$ cat config.mk
export PLATFORM = sky130hd
export DESIGN_NAME = uart_si_top
export DESIGN_NICKNAME = d
export VERILOG_FILES = /design/src/rtl/uart_si_pkg.sv /design/src/rtl/uart_si_sync.sv /design/src/rtl/uart_si_modem.sv /design/src/rtl/uart_si_line.sv /design/src/rtl/uart_si_top.sv
export SDC_FILE = /design/constraint.sdc
export NUM_CORES = 1
export LEC_CHECK = 0
export ABC_AREA = 1
export BUFFER_PORTS_ARGS = -buffer_cell sky130_fd_sc_hd__buf_2
export CAP_MARGIN = 20
export CORE_MARGIN = 8
export CORE_UTILIZATION = 36
export CTS_CLUSTER_SIZE = 28
export DETAILED_ROUTE_END_ITERATION = 12
export SLEW_MARGIN = 20
export SYNTH_ARGS = -nofsm -noshare
export SYNTH_HDL_FRONTEND = slang
export SYNTH_SLANG_ARGS = --single-unit
$ cat constraint.sdc
create_clock -name clk -period 0.93 [get_ports clk]
set_input_delay 0.186 -clock clk [delete_from_list [all_inputs] [get_ports clk]]
set_output_delay 0.186 -clock clk [all_outputs]
set_load 0.01 [all_outputs]
$ cat src/rtl/uart_si_pkg.sv
package uart_si_pkg;
  // interrupt source positions
  localparam int SRC_N    = 4;
  localparam int SRC_TX   = 0;
  localparam int SRC_RX   = 1;
  localparam int SRC_LINE = 2;
  localparam int SRC_MDM  = 3;
  // modem line positions inside the 4-bit level/change vectors
  localparam int MDM_N   = 4;
  localparam int MDM_DSR = 0;
  localparam int MDM_CTS = 1;
  localparam int MDM_DCD = 2;
  localparam int MDM_RI  = 3;

  typedef struct packed {
    logic brk;
    logic frm;
    logic par;
  } rx_tag_t;
endpackage

$ cat src/rtl/uart_si_sync.sv
module uart_si_sync #(
  parameter int W      = 4,
  parameter int STAGES = 2,
  parameter logic [W-1:0] RST_VAL = '1
) (
  input  logic         clk,
  input  logic         rst,
  input  logic [W-1:0] din,
  output logic [W-1:0] dout
);
  logic [W-1:0] chain [STAGES];

  genvar g;
  generate
    for (g = 0; g < STAGES; g++) begin : g_stage
      always_ff @(posedge clk) begin
        if (rst) chain[g] <= RST_VAL;
        else if (g == 0) chain[g] <= din;
        else chain[g] <= chain[(g > 0) ? g - 1 : 0];
      end
    end
  endgenerate

  assign dout = chain[STAGES-1];
endmodule

$ cat src/rtl/uart_si_modem.sv
module uart_si_modem
  import uart_si_pkg::*;
(
  input  logic             clk,
  input  logic             rst,
  input  logic [MDM_N-1:0] lvl,
  input  logic             rd_msr,
  output logic [MDM_N-1:0] delta
);
  logic [MDM_N-1:0] prev;
  logic [MDM_N-1:0] hit;

  genvar g;
  generate
    for (g = 0; g < MDM_N; g++) begin : g_line
      if (g == MDM_RI) begin : g_trail
        // active -> inactive only
        assign hit[g] = prev[g] & ~lvl[g];
      end else begin : g_any
        assign hit[g] = prev[g] ^ lvl[g];
      end
    end
  endgenerate

  always_ff @(posedge clk) begin
    if (rst) begin
      prev  <= '0;
      delta <= '0;
    end else begin
      prev  <= lvl;
      delta <= hit | (delta & {MDM_N{~rd_msr}});
    end
  end
endmodule

$ cat src/rtl/uart_si_line.sv
module uart_si_line
  import uart_si_pkg::*;
(
  input  logic    clk,
  input  logic    rst,
  input  rx_tag_t head,
  input  logic    rx_empty,
  input  logic    rd_data,
  input  logic    ovr_evt,
  input  logic    rd_lsr,
  output rx_tag_t cur,
  output logic    ovr
);
  logic loaded;

  always_ff @(posedge clk) begin
    if (rst) begin
      cur    <= '0;
      loaded <= 1'b0;
    end else if (rx_empty) begin
      cur    <= '0;
      loaded <= 1'b0;
    end else if (rd_data) begin
      loaded <= 1'b0;
    end else if (!loaded) begin
      cur    <= head;
      loaded <= 1'b1;
    end
  end

  always_ff @(posedge clk) begin
    if (rst) ovr <= 1'b0;
    else     ovr <= ovr_evt | (ovr & ~rd_lsr);
  end
endmodule

$ cat src/rtl/uart_si_top.sv
module uart_si_top
  import uart_si_pkg::*;
#(
  parameter int SYNC_STAGES = 2
) (
  input  logic             clk,
  input  logic             rst,
  input  logic             head_par,
  input  logic             head_frm,
  input  logic             head_brk,
  input  logic             rx_empty,
  input  logic             tx_empty,
  input  logic             tx_full,
  input  logic             ovr_evt,
  input  logic             rd_data,
  input  logic             rd_lsr,
  input  logic             rd_msr,
  input  logic             ring_n,
  input  logic             dcd_n,
  input  logic             cts_n,
  input  logic             dsr_n,
  input  logic [SRC_N-1:0] ien,
  output logic [7:0]       lsr,
  output logic [7:0]       msr,
  output logic [SRC_N-1:0] irq_pend,
  output logic             irq
);
  logic [MDM_N-1:0] raw_n, sync_n, lvl, delta;
  rx_tag_t          head, cur;
  logic             ovr;
  logic [SRC_N-1:0] pend_d;

  assign raw_n[MDM_RI]  = ring_n;
  assign raw_n[MDM_DCD] = dcd_n;
  assign raw_n[MDM_CTS] = cts_n;
  assign raw_n[MDM_DSR] = dsr_n;

  uart_si_sync #(.W(MDM_N), .STAGES(SYNC_STAGES), .RST_VAL('1)) i_sync (
    .clk(clk), .rst(rst), .din(raw_n), .dout(sync_n)
  );
  assign lvl = ~sync_n;

  uart_si_modem i_modem (
    .clk(clk), .rst(rst), .lvl(lvl), .rd_msr(rd_msr), .delta(delta)
  );

  assign head = '{brk: head_brk, frm: head_frm, par: head_par};

  uart_si_line i_line (
    .clk(clk), .rst(rst), .head(head), .rx_empty(rx_empty), .rd_data(rd_data),
    .ovr_evt(ovr_evt), .rd_lsr(rd_lsr), .cur(cur), .ovr(ovr)
  );

  always_comb begin
    pend_d           = '0;
    pend_d[SRC_TX]   = tx_empty;
    pend_d[SRC_RX]   = ~rx_empty;
    pend_d[SRC_LINE] = cur.brk | cur.frm | cur.par | ovr;
    pend_d[SRC_MDM]  = |delta;
  end

  always_ff @(posedge clk) begin
    if (rst) begin
      lsr      <= 8'h41;
      msr      <= 8'h00;
      irq_pend <= '0;
      irq      <= 1'b0;
    end else begin
      lsr      <= {1'b0, tx_empty, cur.brk, cur.frm, ovr, cur.par, ~rx_empty, ~tx_full};
      msr      <= {delta[MDM_RI], delta[MDM_DCD], delta[MDM_CTS], delta[MDM_DSR],
                   lvl[MDM_RI], lvl[MDM_DCD], lvl[MDM_CTS], lvl[MDM_DSR]};
      irq_pend <= pend_d;
      irq      <= |(pend_d & ien);
    end
  end
endmodule

* After elaboration in Yosys (flattened, before gate mapping)
Memories as Yosys holds them, arrays and structs flattened.
Cells that the tools add are included.
** Word-level totals
- Flip-flop bits (word level) :: 34
- Bits in writable memories :: 8
- Bits of input ports :: 20
- Output and inout bits :: 21
- Logic and storage cells :: 45
- Memories :: 1
** Cells by class
- Multiplexer cells :: 6
- Bitwise logic cells :: 22
- Reduce and logical (&&, ||, !) cells :: 4
** Memory list
- i_sync.chain :: words 2, bits a word 4, rd ports 2, clocked after Yosys merged registers in 0, write ports 2, RTL line uart_si_sync.sv:11 : logic [W-1:0] chain [STAGES];
** Operators with widths (number)
- bitwise AND 4 bit :: 2
- 2-to-1 mux 4 bit :: 2
- OR reduction 4 bit :: 2
- NOT 1 bit :: 7
- bitwise OR 1 bit :: 6
- 2-to-1 mux 1 bit :: 4
- NOT 4 bit :: 1
- bitwise OR 4 bit :: 1
- bitwise XOR 1 bit :: 3
- bitwise AND 1 bit :: 2
- AND reduction 2 bit :: 1
- OR reduction 2 bit :: 1

* Depth between registers and ports, before layout
- Word-level depth :: 5
- Gate-level depth with buffers :: 6
- Mapped depth without buffers :: 6

* Hierarchy
A second synthesis with hierarchy kept.
** Unflattened totals
- Cell total of the unflattened synthesis :: 165
- Area, all modules :: 1313.8 sq um
** By module, submodules not included
- uart_si_top :: times used 1, cells each 72, area each 608.1 sq um, sequential area each 380.4 sq um
- uart_si_modem :: times used 1, cells each 42, area each 292.8 sq um, sequential area each 160.2 sq um
- uart_si_sync :: times used 1, cells each 25, area each 224.0 sq um, sequential area each 160.2 sq um
- uart_si_line :: times used 1, cells each 26, area each 188.9 sq um, sequential area each 100.1 sq um

* Worst setup path before layout
OpenSTA, ideal clock, no wires.
- Kind :: reg-to-reg
- Start point :: reg i_line.loaded
- End point :: reg, netlist name i_line.cur[0]
- Library setup time :: 0.119 ns
- Arrival time :: 0.689 ns
- Data required time :: 0.811 ns
- Path slack :: 0.122 ns
- Stages on the path, launching flop included :: 4
- Buffers on the path :: 0
- Clock period less this slack :: 0.808 ns
- Cells stage by stage :: dfxtp_1 > or2_4 > o21ai_0 > a21oi_1
** Between the ends
- Longest elaborated chain between the ends :: 2
** Ends and longest elaborated chain
- start, declared :: RTL line uart_si_line.sv:14 : logic loaded;
- start signal, assigned :: RTL line uart_si_line.sv:19 : loaded <= 1'b0;
- start signal, assigned :: RTL line uart_si_line.sv:22 : loaded <= 1'b0;
- start signal, assigned :: RTL line uart_si_line.sv:24 : loaded <= 1'b0;
- NOT 1 bit (no source line)
- AND reduction 2 bit (no source line)
Every way passes these cells.
A chain may end at the register's enable or synchronous reset.

* Worst setup path in the final report
- Start point :: reg msr[3]
- End point :: out msr[3]
** RTL lines
- start, declared :: RTL line uart_si_top.sv:24 : output logic [7:0] msr,
- start signal, assigned :: RTL line uart_si_top.sv:70 : msr <= {delta[MDM_RI], delta[MDM_DCD], delta[MDM_CTS], delta[MDM_DSR],
No word-level cell between the ends.

==> impl_metrics.json <==
{
  "status": "complete, but fails checks",
  "violations": "setup timing",
  "numCtsBuffers": 5,
  "p_leak_nw": 0.748,
  "nNetsFinal": 190,
  "synth_cells": 122,
  "yosysUniqueCellTypes": 20,
  "slowest_stage": "dfxtp_2",
  "power_mw": 2.73,
  "cts_root_buf": "clkbuf_4",
  "hold_violations": 0,
  "setup_slack_ns": -0.0442,
  "syn_nets": 142,
  "worstPathCellList": "buf_6",
  "hold-path-cell-count": 2,
  "cp.depth": 1,
  "detail-route-antenna-nets": 0,
  "initial_core_util_pct": 37.8,
  "crit_family": "flip-flops",
  "area_growth_pct": 34.4,
  "htree_levels": 2,
  "ys_warn_count": 0,
  "crit_type": "reg -> out",
  "first_pass_iters": 4,
  "seq_area_sq_um": 732,
  "multi_input_area_sq_um": 320,
  "start_kind": "flip-flop",
  "grt_pass1_vias": 866,
  "fin_skew_ns": 0.00821,
  "nFillCells": 291,
  "io_pins": 41,
  "die_y_um": 72.4,
  "antenna_found_initial": 0,
  "min_period_over_period_pct": 105,
  "viasPerCell": 3.95,
  "die-width_um": 72.4,
  "syn_area_per_cell_sq_um": 9.38,
  "setup_tns_ns": -0.398,
  "slowest_delay_ns": 0.36,
  "grt_overflow_total": 0,
  "endpoint_kind": "primary output",
  "io_buffer_count": 39,
  "drive_gt1_share_pct": 42.1,
  "grt_pass1_wl_um": 3590,
  "grt_usage_pct": 8.87,
  "fin_hold_ws_ns": 0.0235,
  "numClockSinks": 36,
  "hp-class": "in -> reg",
  "peakVddDrop_mv": 0.964,
  "cts_tree": "yes",
  "rsz0062_at_grt": "true",
  "clk_pin_slew_ns": 0.10,
  "critPathMaxFanout": 2,
  "dr_total_vias": 849,
  "num_antenna_cells": 0,
  "ys_seq_area_share_pct": 63.0,
  "wl_um": 2190,
  "gp_congestion": 0.799,
  "r2r_cells": 5,
  "syn-cell-area_sq_um": 1140,
  "required_ns": 0.74,
  "drt-wirelength-per-cell_um": 10.2,
  "clk_latency_ns": 0.32,
  "worstPathArrival_ns": 0.79,
  "cap_violations": 0,
  "cp.buffers_inverters": 1,
  "num_rows": 20,
  "max-clock-path-buffers": 2,
  "place_hpwl_um": 1690,
  "die-area_sq_um": 5240,
  "achievable-frequency_ghz": 1.03,
  "setup_viol": 20,
  "drc": 0,
  "power.density_nw_per_um2": 1780,
  "core_sq_um": 3030,
  "grt_start_max_net_pins": 15,
  "min_period_ns": 0.974,
  "drtIter0Drc": 48,
  "drv_slew": 0,
  "synth-seq-cells": 36
}
==> flip-flops by register name, summed over array words and instances, names as in the netlist <==
register       flops
i_sync.chain       8
msr                8
lsr                7
i_modem.delta      4
i_line.cur         3
irq_pend           3
i_line.loaded      1
i_line.ovr         1
irq                1
==> path summary, 6_finish.rpt <==
| path | from | end | slack (ns) |
|---|---|---|---|
| max | msr[3] | msr[3] | -0.04 |
| min | rd_data | i_line.loaded | 0.02 |
| max reg2reg | msr[2] | i_modem.delta[2] | 0.04 |
| min reg2reg | i_sync.chain[1][3] | msr[3] | 0.40 |
==> stage by stage <==
stage	worst slack [ns]	util, %	cell area [sq um]	instances
3_5_place_dp	0.0343	45.3	1370	203
4_1_cts	-0.0583	49.3	1490	213
2_1_floorplan	0.122	-	1140	122
6_report	-0.0442	50.8	1540	215
3_3_place_gp	0.0698	45.3	1370	203
5_1_grt	-0.0923	50.8	1540	215
==> cell type report <==
type | instances | share of cell area [%]
Tap cell | 44 | 3.58
Inverter | 16 | 3.90
Clock inverter | 2 | 0.650
Clock buffer | 6 | 3.33
Multi-Input combinational cell | 65 | 20.8
Sequential cell | 36 | 47.6
Timing Repair Buffer | 46 | 20.2
==> kinds of logic after synthesis <==
family | after synthesis | synth area share, %
flip-flops | 36 | 63.0
AO/OA/AOI/OAI | 12 | 6.56
other | 1 | 0.328
AND/OR/NAND/NOR | 52 | 20.9
buffers and inverters | 21 | 9.29
==> Yosys cell counts (all sizes together) <==
master | number | area share (%)
o211ai | 3 | 2.0
nand2 | 14 | 4.6
a21oi | 5 | 2.2
inv | 16 | 5.2
buf | 5 | 4.0
conb | 1 | 0.33
o31ai | 1 | 1.1
nand3 | 2 | 0.87
nor3 | 1 | 0.44
o21ai | 3 | 1.3
or2 | 12 | 6.8
nor2 | 23 | 8.2
dfxtp | 36 | 63
==> layout by cell type (no fill, tap or decap) <==
| cell | instances |
|---|---|
| buf_6 | 10 |
| or2_0 | 3 |
| buf_2 | 30 |
| dlygate4sd3_1 | 1 |
| a21oi_1 | 5 |
| or2_4 | 1 |
| inv_1 | 16 |
| o211ai_1 | 3 |
| dfxtp_1 | 27 |
| nor2_2 | 1 |
| o31ai_2 | 1 |
| nor2_1 | 21 |
| buf_4 | 5 |
| nand3_1 | 2 |
| nor2_4 | 1 |
| or2_2 | 6 |
| clkbuf_4 | 5 |
| nand2_1 | 14 |
| or2_1 | 2 |
| clkinv_2 | 2 |
| o21ai_0 | 3 |
| nor3_1 | 1 |
| clkbuf_8 | 1 |
| conb_1 | 1 |
| dfxtp_2 | 9 |
==> metal layers <==
| layer | routed length (um) | vias to the layer above | track usage (%) |
|---|---|---|---|
| met1 | 883 | 359 | 8.30 |
| met5 | 0 | - | 0 |
| met4 | 59 | 0 | 7.33 |
| met2 | 1100 | 23 | 15.0 |
| met3 | 150 | 5 | 3.44 |
| li1 | - | 462 | - |
==> power breakdown <==
part,internal [mW],switching (mW),total [mW]
clock network,0.359,0.467,0.826
logic,0.135,0.131,0.267
registers,1.61,0.0272,1.64
==> worst register-to-register path, delay by kind of cell (launching register included) <==
family                 cells  cell delay, ns
DFF                        1            0.34
and+or+nand+nor            2            0.26
buffers and inverters      2            0.18
AOI/OAI and AO/OA          1            0.08
==> timing repair <==
item	CTS	global route
endpoints found under the setup margin	20	23
hold buffers	0	1
hold endpoints to repair	0	1
pin swaps	0	1
setup buffers	2	1
gates resized for setup	11	9
cloned	0	0
No activity file was read; power rests on OpenSTA's default activity.
